## src/rtl/acc_alu_pkg.sv

```systemverilog
// Package acc_alu_pkg
// Shared widths, operation codes, status-byte bit positions and flag helper
// functions for the accumulator ALU. Assumes an 8-bit data path and an
// 8-bit status byte whose layout is fixed by the bit positions below.
package acc_alu_pkg;

    localparam int DATA_W  = 8;
    localparam int NIB_W   = DATA_W / 2;
    localparam int FLAG_W  = 8;
    localparam int OPC_W   = 5;
    localparam int BCD_MAX = 9;
    // decimal correction per nibble: skips the six codes above BCD_MAX
    localparam int BCD_FIX = (1 << NIB_W) - (BCD_MAX + 1);

    // status byte bit positions
    localparam int FB_CY   = 0;
    localparam int FB_ONE  = 1;
    localparam int FB_PAR  = 2;
    localparam int FB_ZERO = 3;
    localparam int FB_HC   = 4;
    localparam int FB_IE   = 5;
    localparam int FB_ZR   = 6;
    localparam int FB_SG   = 7;

    localparam logic [FLAG_W-1:0] FLAG_RESET = FLAG_W'(1 << FB_ONE);

    typedef enum logic [OPC_W-1:0] {
        OP_ADD = 5'd0,
        OP_ADC = 5'd1,
        OP_SUB = 5'd2,
        OP_SBB = 5'd3,
        OP_AND = 5'd4,
        OP_XOR = 5'd5,
        OP_OR  = 5'd6,
        OP_CMP = 5'd7,
        OP_INC = 5'd8,
        OP_DEC = 5'd9,
        OP_RLC = 5'd10,
        OP_RRC = 5'd11,
        OP_RAL = 5'd12,
        OP_RAR = 5'd13,
        OP_CPL = 5'd14,
        OP_STC = 5'd15,
        OP_CMC = 5'd16,
        OP_DAA = 5'd17
    } alu_op_e;

    // Replace sign, zero and parity in a flag byte from a result byte.
    function automatic logic [FLAG_W-1:0] put_szp(input logic [FLAG_W-1:0] f,
                                                  input logic [DATA_W-1:0] v);
        logic [FLAG_W-1:0] o;
        o         = f;
        o[FB_SG]  = v[DATA_W-1];
        o[FB_ZR]  = (v == '0);
        o[FB_PAR] = ~^v;
        return o;
    endfunction

    // Force the two constant bits of the status byte.
    function automatic logic [FLAG_W-1:0] fix_const(input logic [FLAG_W-1:0] f);
        logic [FLAG_W-1:0] o;
        o          = f;
        o[FB_ONE]  = 1'b1;
        o[FB_ZERO] = 1'b0;
        return o;
    endfunction

endpackage

```

## src/rtl/acc_alu_adder.sv

```systemverilog
// Module acc_alu_adder
// W-bit adder/subtractor with carry or borrow in. With sub=1 it forms
// x - y - cin and reports a borrow on cout, so cout is "result left the
// unsigned range" in both directions. hc compares the low nibble of x with
// the low nibble of the sum. Purely combinational.
module acc_alu_adder
    import acc_alu_pkg::*;
#(
    parameter int W  = DATA_W,
    parameter int NW = W / 2
) (
    input  logic [W-1:0] x,
    input  logic [W-1:0] y,
    input  logic         cin,
    input  logic         sub,
    output logic [W-1:0] sum,
    output logic         cout,
    output logic         hc
);

    logic [W:0]   raw;
    logic [W-1:0] y_eff;
    logic         c_eff;

    // two's-complement add; subtraction inverts operand and carry-in
    always_comb begin
        y_eff = sub ? ~y : y;
        c_eff = sub ? ~cin : cin;
        raw   = {1'b0, x} + {1'b0, y_eff} + {{W{1'b0}}, c_eff};
    end

    assign sum  = raw[W-1:0];
    assign cout = raw[W] ^ sub;
    assign hc   = (x[NW-1:0] > raw[NW-1:0]);

endmodule

```

## src/rtl/acc_alu_logic_rot.sv

```systemverilog
// Module acc_alu_logic_rot
// Bitwise operations, single-bit rotates and complement on the accumulator.
// Produces a result byte and the new carry; for operations it does not
// handle it passes the accumulator and the carry through. Combinational.
module acc_alu_logic_rot
    import acc_alu_pkg::*;
#(
    parameter int W = DATA_W
) (
    input  alu_op_e      op,
    input  logic [W-1:0] a,
    input  logic [W-1:0] b,
    input  logic         cy,
    output logic [W-1:0] res,
    output logic         cy_out
);

    // select the bitwise or rotate function for the current code
    always_comb begin
        res    = a;
        cy_out = cy;
        case (op)
            OP_AND: res = a & b;
            OP_XOR: res = a ^ b;
            OP_OR:  res = a | b;
            OP_RLC: begin
                res    = {a[W-2:0], a[W-1]};
                cy_out = a[W-1];
            end
            OP_RRC: begin
                res    = {a[0], a[W-1:1]};
                cy_out = a[0];
            end
            OP_RAL: begin
                res    = {a[W-2:0], cy};
                cy_out = a[W-1];
            end
            OP_RAR: begin
                res    = {cy, a[W-1:1]};
                cy_out = a[0];
            end
            OP_CPL: res = ~a;
            default: ;
        endcase
    end

endmodule

```

## src/rtl/acc_alu_dec_adjust.sv

```systemverilog
// Module acc_alu_dec_adjust
// Decimal adjust of the accumulator after a packed-BCD addition. Decides a
// low and a high nibble correction from the incoming nibbles and the old
// half-carry and carry, adds them with its own adder, and forms the new
// carry. Combinational; assumes W is two nibbles wide.
module acc_alu_dec_adjust
    import acc_alu_pkg::*;
#(
    parameter int W  = DATA_W,
    parameter int NW = W / 2
) (
    input  logic [W-1:0] a,
    input  logic         cy,
    input  logic         hc,
    output logic [W-1:0] res,
    output logic         cy_out,
    output logic         hc_out
);

    logic [NW-1:0] lo;
    logic [NW-1:0] hi;
    logic          lo_big;
    logic          fix_lo;
    logic          fix_hi;
    logic [W-1:0]  corr;
    logic          add_cy;

    // choose the nibble corrections from the digits and old flags
    always_comb begin
        lo     = a[NW-1:0];
        hi     = a[W-1:NW];
        lo_big = (lo > NW'(BCD_MAX));
        fix_lo = hc | lo_big;
        fix_hi = cy | (hi > NW'(BCD_MAX)) | ((hi >= NW'(BCD_MAX)) & lo_big);
        corr   = {(fix_hi ? NW'(BCD_FIX) : NW'(0)), (fix_lo ? NW'(BCD_FIX) : NW'(0))};
    end

    acc_alu_adder #(.W(W), .NW(NW)) u_fix_add (
        .x    (a),
        .y    (corr),
        .cin  (1'b0),
        .sub  (1'b0),
        .sum  (res),
        .cout (add_cy),
        .hc   (hc_out)
    );

    // carry is forced by the high correction and otherwise kept
    assign cy_out = cy | fix_hi | add_cy;

endmodule

```

## src/rtl/acc_alu_unit.sv

```systemverilog
// Module acc_alu_unit (top)
// 8-bit accumulator ALU. A shared adder serves add, subtract, compare,
// increment and decrement. Bitwise, rotate and complement come from
// acc_alu_logic_rot, and decimal adjust from acc_alu_dec_adjust. A flag
// merge picks which status bits each operation changes; result and status
// are registered when in_valid is high. Synchronous active-low reset.
module acc_alu_unit
    import acc_alu_pkg::*;
(
    input  logic              clk,
    input  logic              rst_n,
    input  logic              in_valid,
    input  logic [OPC_W-1:0]  op_code,
    input  logic [DATA_W-1:0] acc_in,
    input  logic [DATA_W-1:0] opnd_in,
    input  logic [FLAG_W-1:0] flags_in,
    output logic [DATA_W-1:0] res_out,
    output logic [FLAG_W-1:0] flags_out,
    output logic              out_valid
);

    alu_op_e           op;
    logic              is_incdec;
    logic              is_sub;
    logic              use_cin;
    logic [DATA_W-1:0] add_x;
    logic [DATA_W-1:0] add_y;
    logic              add_cin;
    logic [DATA_W-1:0] add_sum;
    logic              add_cy;
    logic              add_hc;
    logic [DATA_W-1:0] lr_res;
    logic              lr_cy;
    logic [DATA_W-1:0] daa_res;
    logic              daa_cy;
    logic              daa_hc;
    logic [DATA_W-1:0] nxt_res;
    logic [FLAG_W-1:0] nxt_flg;

    assign op = alu_op_e'(op_code);

    // steer the shared adder's inputs for the current operation
    always_comb begin
        is_incdec = (op == OP_INC) || (op == OP_DEC);
        is_sub    = (op == OP_SUB) || (op == OP_SBB) || (op == OP_CMP) || (op == OP_DEC);
        use_cin   = (op == OP_ADC) || (op == OP_SBB);
        add_x     = is_incdec ? opnd_in : acc_in;
        add_y     = is_incdec ? DATA_W'(1) : opnd_in;
        add_cin   = use_cin & flags_in[FB_CY];
    end

    acc_alu_adder #(.W(DATA_W), .NW(NIB_W)) u_main_add (
        .x    (add_x),
        .y    (add_y),
        .cin  (add_cin),
        .sub  (is_sub),
        .sum  (add_sum),
        .cout (add_cy),
        .hc   (add_hc)
    );

    acc_alu_logic_rot #(.W(DATA_W)) u_logic_rot (
        .op     (op),
        .a      (acc_in),
        .b      (opnd_in),
        .cy     (flags_in[FB_CY]),
        .res    (lr_res),
        .cy_out (lr_cy)
    );

    acc_alu_dec_adjust #(.W(DATA_W), .NW(NIB_W)) u_dec_adj (
        .a      (acc_in),
        .cy     (flags_in[FB_CY]),
        .hc     (flags_in[FB_HC]),
        .res    (daa_res),
        .cy_out (daa_cy),
        .hc_out (daa_hc)
    );

    // pick the result and merge the flags each operation may change
    always_comb begin
        nxt_res = acc_in;
        nxt_flg = flags_in;
        case (op)
            OP_ADD, OP_ADC, OP_SUB, OP_SBB, OP_CMP: begin
                nxt_res        = (op == OP_CMP) ? acc_in : add_sum;
                nxt_flg        = put_szp(nxt_flg, add_sum);
                nxt_flg[FB_HC] = add_hc;
                nxt_flg[FB_CY] = add_cy;
            end
            OP_INC, OP_DEC: begin
                nxt_res        = add_sum;
                nxt_flg        = put_szp(nxt_flg, add_sum);
                nxt_flg[FB_HC] = add_hc;
            end
            OP_AND, OP_XOR, OP_OR: begin
                nxt_res        = lr_res;
                nxt_flg        = put_szp(nxt_flg, lr_res);
                nxt_flg[FB_HC] = 1'b0;
                nxt_flg[FB_CY] = 1'b0;
            end
            OP_RLC, OP_RRC, OP_RAL, OP_RAR: begin
                nxt_res        = lr_res;
                nxt_flg[FB_CY] = lr_cy;
            end
            OP_CPL: nxt_res = lr_res;
            OP_STC: nxt_flg[FB_CY] = 1'b1;
            OP_CMC: nxt_flg[FB_CY] = ~flags_in[FB_CY];
            OP_DAA: begin
                nxt_res        = daa_res;
                nxt_flg        = put_szp(nxt_flg, daa_res);
                nxt_flg[FB_HC] = daa_hc;
                nxt_flg[FB_CY] = daa_cy;
            end
            default: ;
        endcase
        nxt_flg = fix_const(nxt_flg);
    end

    // output registers: load on request, hold otherwise
    always_ff @(posedge clk) begin
        if (!rst_n) begin
            res_out   <= '0;
            flags_out <= FLAG_RESET;
            out_valid <= 1'b0;
        end else begin
            out_valid <= in_valid;
            if (in_valid) begin
                res_out   <= nxt_res;
                flags_out <= nxt_flg;
            end
        end
    end

endmodule

```

## config.mk

```make
export PLATFORM = sky130hd
export DESIGN_NAME = acc_alu_unit
export DESIGN_NICKNAME = d
export VERILOG_FILES = /design/src/rtl/acc_alu_pkg.sv /design/src/rtl/acc_alu_adder.sv /design/src/rtl/acc_alu_logic_rot.sv /design/src/rtl/acc_alu_dec_adjust.sv /design/src/rtl/acc_alu_unit.sv
export SDC_FILE = /design/constraint.sdc
export NUM_CORES = 1
export LEC_CHECK = 0
export ABC_AREA = 1
export BUFFER_PORTS_ARGS = -buffer_cell sky130_fd_sc_hd__buf_2
export CAP_MARGIN = 20
export CORE_ASPECT_RATIO = 2
export CORE_MARGIN = 10
export CORE_UTILIZATION = 53
export DETAILED_ROUTE_END_ITERATION = 16
export HOLD_SLACK_MARGIN = 0.1
export PLACE_DENSITY = 0.84
export SYNTH_ARGS = -nofsm -noshare
export SYNTH_HDL_FRONTEND = slang
export SYNTH_HIERARCHICAL = 1
export SYNTH_SLANG_ARGS = --single-unit
export TNS_END_PERCENT = 1
```

## constraint.sdc

```tcl
create_clock -name clk -period 6.3 [get_ports clk]
set_clock_uncertainty 0.1 [all_clocks]
set_input_delay 0.945 -clock clk [delete_from_list [all_inputs] [get_ports clk]]
set_output_delay 0.945 -clock clk [all_outputs]
set_load 0.005 [all_outputs]
```

# Word-level counts from Yosys, hierarchy flattened
# Index checks and enable logic that the tools add are counted.
# word_totals
reg_bits	15
latchBits	0
ramBits	0
mem_bits_ro	0
wordCells	75
n_memories	0
# classes
addsub	3
multipliers	0
div_mod_pow	0
magnitude_cmp	5
eq_ne	17
shifts	0
n_mux	12
n_bitwise	15
n_reduce_logical	20
# op_table
cell	n
$pmux 8 s8	1
$eq 5x4->1 const B	8
$mux 8	4
$pmux 8 s4	1
$logic_not 8->1	3
$reduce_xnor 8->1	3
$pmux 7 s3	1
$eq 5x3->1 const B	4
$add 8x8->9	2
$not 8->8	2
$eq 5x2->1 const B	2
$eq 5x5->1 const B	2
$add 9x1->9	1
$and 8x8->8	1
$gt 4x4->1	2
$gt 4x4->1 const B	2
$or 8x8->8	1
$reduce_or 8->1	1
$xor 8x8->8	1
$reduce_or 7->1	1
$mux 3	2
$pmux 1 s6	1
$reduce_or 2->1	3
$eq 5x1->1 const B	1
12 further kinds	22

# Longest topological paths before layout
# logic_depth
word_depth	9
ltp_mapped	23
ltp_nobuf	23

# Hierarchy
# The synthesis kept the hierarchy.
# modules_own_cells
module	n_inst	cells_each	area_each_um2	seq_area_each_um2
acc_alu_unit	1	320	1793.0	300.3
acc_alu_adder	2	95	595.6	0.0
acc_alu_logic_rot	1	192	967.2	0.0
acc_alu_dec_adjust	1	15	66.3	0.0

# Worst setup path before layout
# OpenSTA, ideal clock, no wires.
# synth_timing
path_kind	input -> register
startpoint	input op_code[1]
endpoint	register flags_out[2]
setup_ps	70
arrival_time_ps	3890
required_ps	6130
slack_ps	2239
cell_stages	21
path_buffers	2
cell_sequence	buf_2 nor2_1 nand2_4 clkbuf_1 nand2_1 xor2_1 fa_1 fa_1 nand2_1 nand2_2 nand3b_1 nand3_1 nand2_1 inv_1 ha_1 xnor2_1 xnor2_1 nand2_1 nand2_1 nand2_1 a21oi_1
# synth_between
elab_chain_len	9
# synth_lines
element	line_no	rtl
from (decl)	acc_alu_unit.sv:13	input logic [OPC_W-1:0] op_code,
$eq 5x4->1	acc_alu_unit.sv:44	is_incdec = (op == OP_INC) || (op == OP_DEC);
$logic_or 1x1->1 (*)	acc_alu_unit.sv:44	
$mux 8 (*)	acc_alu_unit.sv:48	add_y = is_incdec ? DATA_W'(1) : opnd_in;
named net add_y[0]	acc_alu_unit.sv:27	logic [DATA_W-1:0] add_y;
$not 8->8	acc_alu_adder.sv:27	y_eff = sub ? ~y : y;
$mux 8 (*)	acc_alu_adder.sv:27	
$add 8x8->9 (*)	acc_alu_adder.sv:29	raw = {1'b0, x} + {1'b0, y_eff} + {{W{1'b0}}, c_eff};
$add 9x1->9 (*)	acc_alu_adder.sv:29	
named net add_sum[6]	acc_alu_unit.sv:29	logic [DATA_W-1:0] add_sum;
$reduce_xnor 8->1 (*)	acc_alu_pkg.sv:55	o[FB_PAR] = ~^v;
$pmux 7 s3 (*)	acc_alu_unit.sv:84	case (op)
to (signal assigned)	acc_alu_unit.sv:130	flags_out <= nxt_flg;
to (decl)	acc_alu_unit.sv:18	output logic [FLAG_W-1:0] flags_out,
# Mark *: on every way through the listed nets, which the timed path passes. The rest lies on a longest branch.
# A chain may end at the register's enable or synchronous reset.

# Worst setup path in the final report
# layout_timing
startpoint	input op_code[3]
endpoint	register flags_out[4]
# layout_between
elab_chain_len	9
# layout_lines
element	line_no	rtl
$eq 5x2->1	acc_alu_unit.sv:45	is_sub = (op == OP_SUB) || (op == OP_SBB) || (op == OP_CMP) || (op == OP_DEC);
$logic_or 1x1->1 (2 in a row)	acc_alu_unit.sv:45	
$logic_or 1x1->1 (*)	acc_alu_unit.sv:45	
named net is_sub	acc_alu_unit.sv:24	logic is_sub;
$mux 8	acc_alu_adder.sv:27	
$add 8x8->9	acc_alu_adder.sv:29	
$add 9x1->9 (*)	acc_alu_adder.sv:29	
named net add_sum[2]	acc_alu_unit.sv:29	
$gt 4x4->1 (*)	acc_alu_adder.sv:34	assign hc = (x[NW-1:0] > raw[NW-1:0]);
named net add_hc	acc_alu_unit.sv:31	logic add_hc;
$pmux 7 s3 (*)	acc_alu_unit.sv:84	
# Marks and branches as above.

==> results.json <==
{
  "finalSetupViolations": 0,
  "synth_area_sq_um": 4020,
  "status": "completed",
  "ys_seq_area_share_pct": 7.47,
  "grt_max_degree": 21,
  "wl_per_cell_um": 13.9,
  "die_w_um": 81.6,
  "first_global_vias": 4445,
  "hold_path_end": "res_out[3]",
  "routed_via_density": 5.38,
  "hold_slack_ns": 0.362,
  "critPathKind": "in -> reg",
  "hold_viol": 0,
  "antenna_found_initial": 0,
  "grt_usage_pct": 20.1,
  "multi_input_area_sq_um": 3100,
  "maxSlewViolCount": 0,
  "clkLatencyLatePin_ns": 0.24,
  "cts_resized": 0,
  "fill_cells": 739,
  "final_common_cell": "nand2_1",
  "slew_headroom_pct": 48.8,
  "yosys_warnings": 6,
  "ff2ff_setup_slack_ns": 5.53,
  "min-delay-start": "res_out[3]",
  "r2r_cells": 4,
  "portBuffers": 44,
  "required_ns": 6.37,
  "rr_startpoint": "flags_out[0]",
  "synth_cell_types": 37,
  "timing.fmax_ghz": 0.217,
  "ant_nets": 0,
  "first_iter_violations": 276,
  "grt_pass1_wl_um": 19300,
  "irDropWorstVdd_uv": 75.4,
  "crit_path_start_kind": "input pin",
  "dieArea_sq_um": 11700,
  "start_util_pct": 54.9,
  "mostFrequentLayoutCells": "218 x nand2_1, 145 x inv_1, 60 x nor2_1",
  "synth_area_per_cell_sq_um": 5.60,
  "htreeDepth": 1,
  "drtPass1Iterations": 5,
  "period_share_pct": 73.1,
  "reg2reg_to": "flags_out[0]",
  "power.leakage_uw": 0.00273,
  "regArea_sq_um": 300,
  "post-dp-hpwl_um": 9790,
  "cellPowerDensity_nw_per_um2": 168,
  "cts_root_buf": "clkbuf_16",
  "worstMarginPinSlew_ns": 0.765,
  "post_cts_buffers": 0,
  "syn2layout_area_growth_pct": 9.12,
  "cts.sinks": 15,
  "nNetsFinal": 846,
  "end_kind": "register",
  "cts_made_buffers": 3,
  "clockBufferDepth": 2,
  "die_h_um": 143,
  "wl_um": 11900,
  "drive_gt1_share_pct": 11.5,
  "hold_class": "reg -> reg",
  "crit_fanout": 20,
  "rows": 44,
  "cp.arrival_ns": 4.68,
  "rsz0062_at_grt": "no",
  "synth_cells": 717,
  "grt_overflow_total": 0,
  "via_count": 4580,
  "clkTransAtPathRegs_ns": 0.05,
  "ys_seq_elements": 15,
  "drc": 0,
  "drv_cap": 0,
  "place_congestion": 1.05,
  "holdPathStages": 2,
  "ios": 49,
  "core_sq_um": 7320,
  "min_period_ns": 4.61,
  "cts_hold_buf": 0,
  "diodes": 0,
  "fin_tns_setup_ns": 0,
  "cts_tree": "built"
}
## Yosys cell counts
cell type,instances,share of area [%]
nand2_1,218,20
inv_1,145,14
nor2_1,60,5.6
nand3_1,55,6.9
ha_1,50,16
nand4_1,24,3.7
xor2_1,23,5.0
a21oi_1,22,2.7
o21ai_0,19,2.4
dfxtp_1,15,7.5
xnor2_1,11,2.4
nor2_2,10,1.6
nand2_2,8,1.2
buf_2,5,0.62
inv_2,5,0.47
a21oi_2,4,0.87
buf_4,4,0.75
fa_1,4,2.0
nand3_2,4,1.0
clkbuf_1,3,0.28
conb_1,3,0.28
nand3b_1,3,0.56
nor2_4,3,0.84
a22oi_1,2,0.37
and3_1,2,0.31
o211ai_1,2,0.37
o21bai_1,2,0.37
or2_4,2,0.44
a211oi_1,1,0.19
and2_1,1,0.16
buf_6,1,0.28
nand2_4,1,0.28
nand3_4,1,0.44
nor3_1,1,0.12
nor4_1,1,0.16
o21ai_2,1,0.22
or2_1,1,0.16
## layout make-up
class | count | share of cell area, %
multi-input cells | 545 | 70.7
inverters | 150 | 12.8
flip-flops and latches | 15 | 6.85
repair buffers | 45 | 5.19
well taps | 92 | 2.63
clock buffers | 4 | 1.80
## layer usage
layer  up-vias  GRT usage (%)  wire, um
met5         -              0         0
met4         0           11.7       556
met3        45           2.52       671
met2       176           38.7      6420
met1      2071           19.1      4220
li1       2288              -         -
## registers in the layout, indices dropped and copies added (netlist names)
signal and count:
flags_out 6, res_out 8, out_valid 1
## kinds of logic after synthesis
logic type	share of synthesized area [%]
AOI/OAI and AO/OA	7.51
xor gates and xnor gates	7.41
adders and majority gates	17.6
buffers and inverters	15.9
DFF	7.47
other	0.280
and+or+nand+nor	43.8
## metrics by stage
stage / setup slack [ns] / instances / total power [uW] / util, % / cell area [sq um]
5_1_grt: 1.40 / 851 / 811 / 59.9 / 4380
6_report: 1.69 / 851 / 738 / 59.9 / 4380
4_1_cts: 1.35 / 850 / 732 / 59.8 / 4380
3_5_place_dp: 1.11 / 846 / 609 / 58.7 / 4300
2_1_floorplan: 2.24 / 723 / 490 / - / 4040
3_3_place_gp: 1.28 / 846 / 580 / 58.7 / 4300
## worst max-delay path by stage
| stage | startpoint | slack (ns) | depth (start not counted) | end |
|---|---|---|---|---|
| floorplan | op_code[1] | 2.24 | 21 | flags_out[2] |
| global placement | op_code[3] | 1.28 | 20 | flags_out[2] |
| detailed placement | op_code[3] | 1.11 | 20 | flags_out[2] |
| CTS | op_code[3] | 1.35 | 20 | flags_out[2] |
| global route | op_code[3] | 1.40 | 21 | flags_out[2] |
| finish | op_code[3] | 1.69 | 18 | flags_out[4] |
## worst max-delay path, stage by stage
cell and delay (ns):
buf_2 0.33, inv_1 0.14, nand4_1 0.21, o211ai_1 0.24, buf_4 0.25, xor2_1 0.19
fa_1 0.45, fa_1 0.42, xor2_1 0.29, inv_1 0.09, ha_1 0.29, nand2_1 0.06
o21bai_1 0.15, a22oi_1 0.20, nand2_1 0.14, nand3_1 0.10, nand2_1 0.05, a21oi_1 0.13
## power breakdown
part,leakage (uW),switching (uW),internal (uW),total (uW)
combinational,0.00256,308,201,509
sequential,0.000124,3.65,104,107
clock,0.0000382,36.0,85.5,121
No activity file was read; power rests on OpenSTA's default activity.
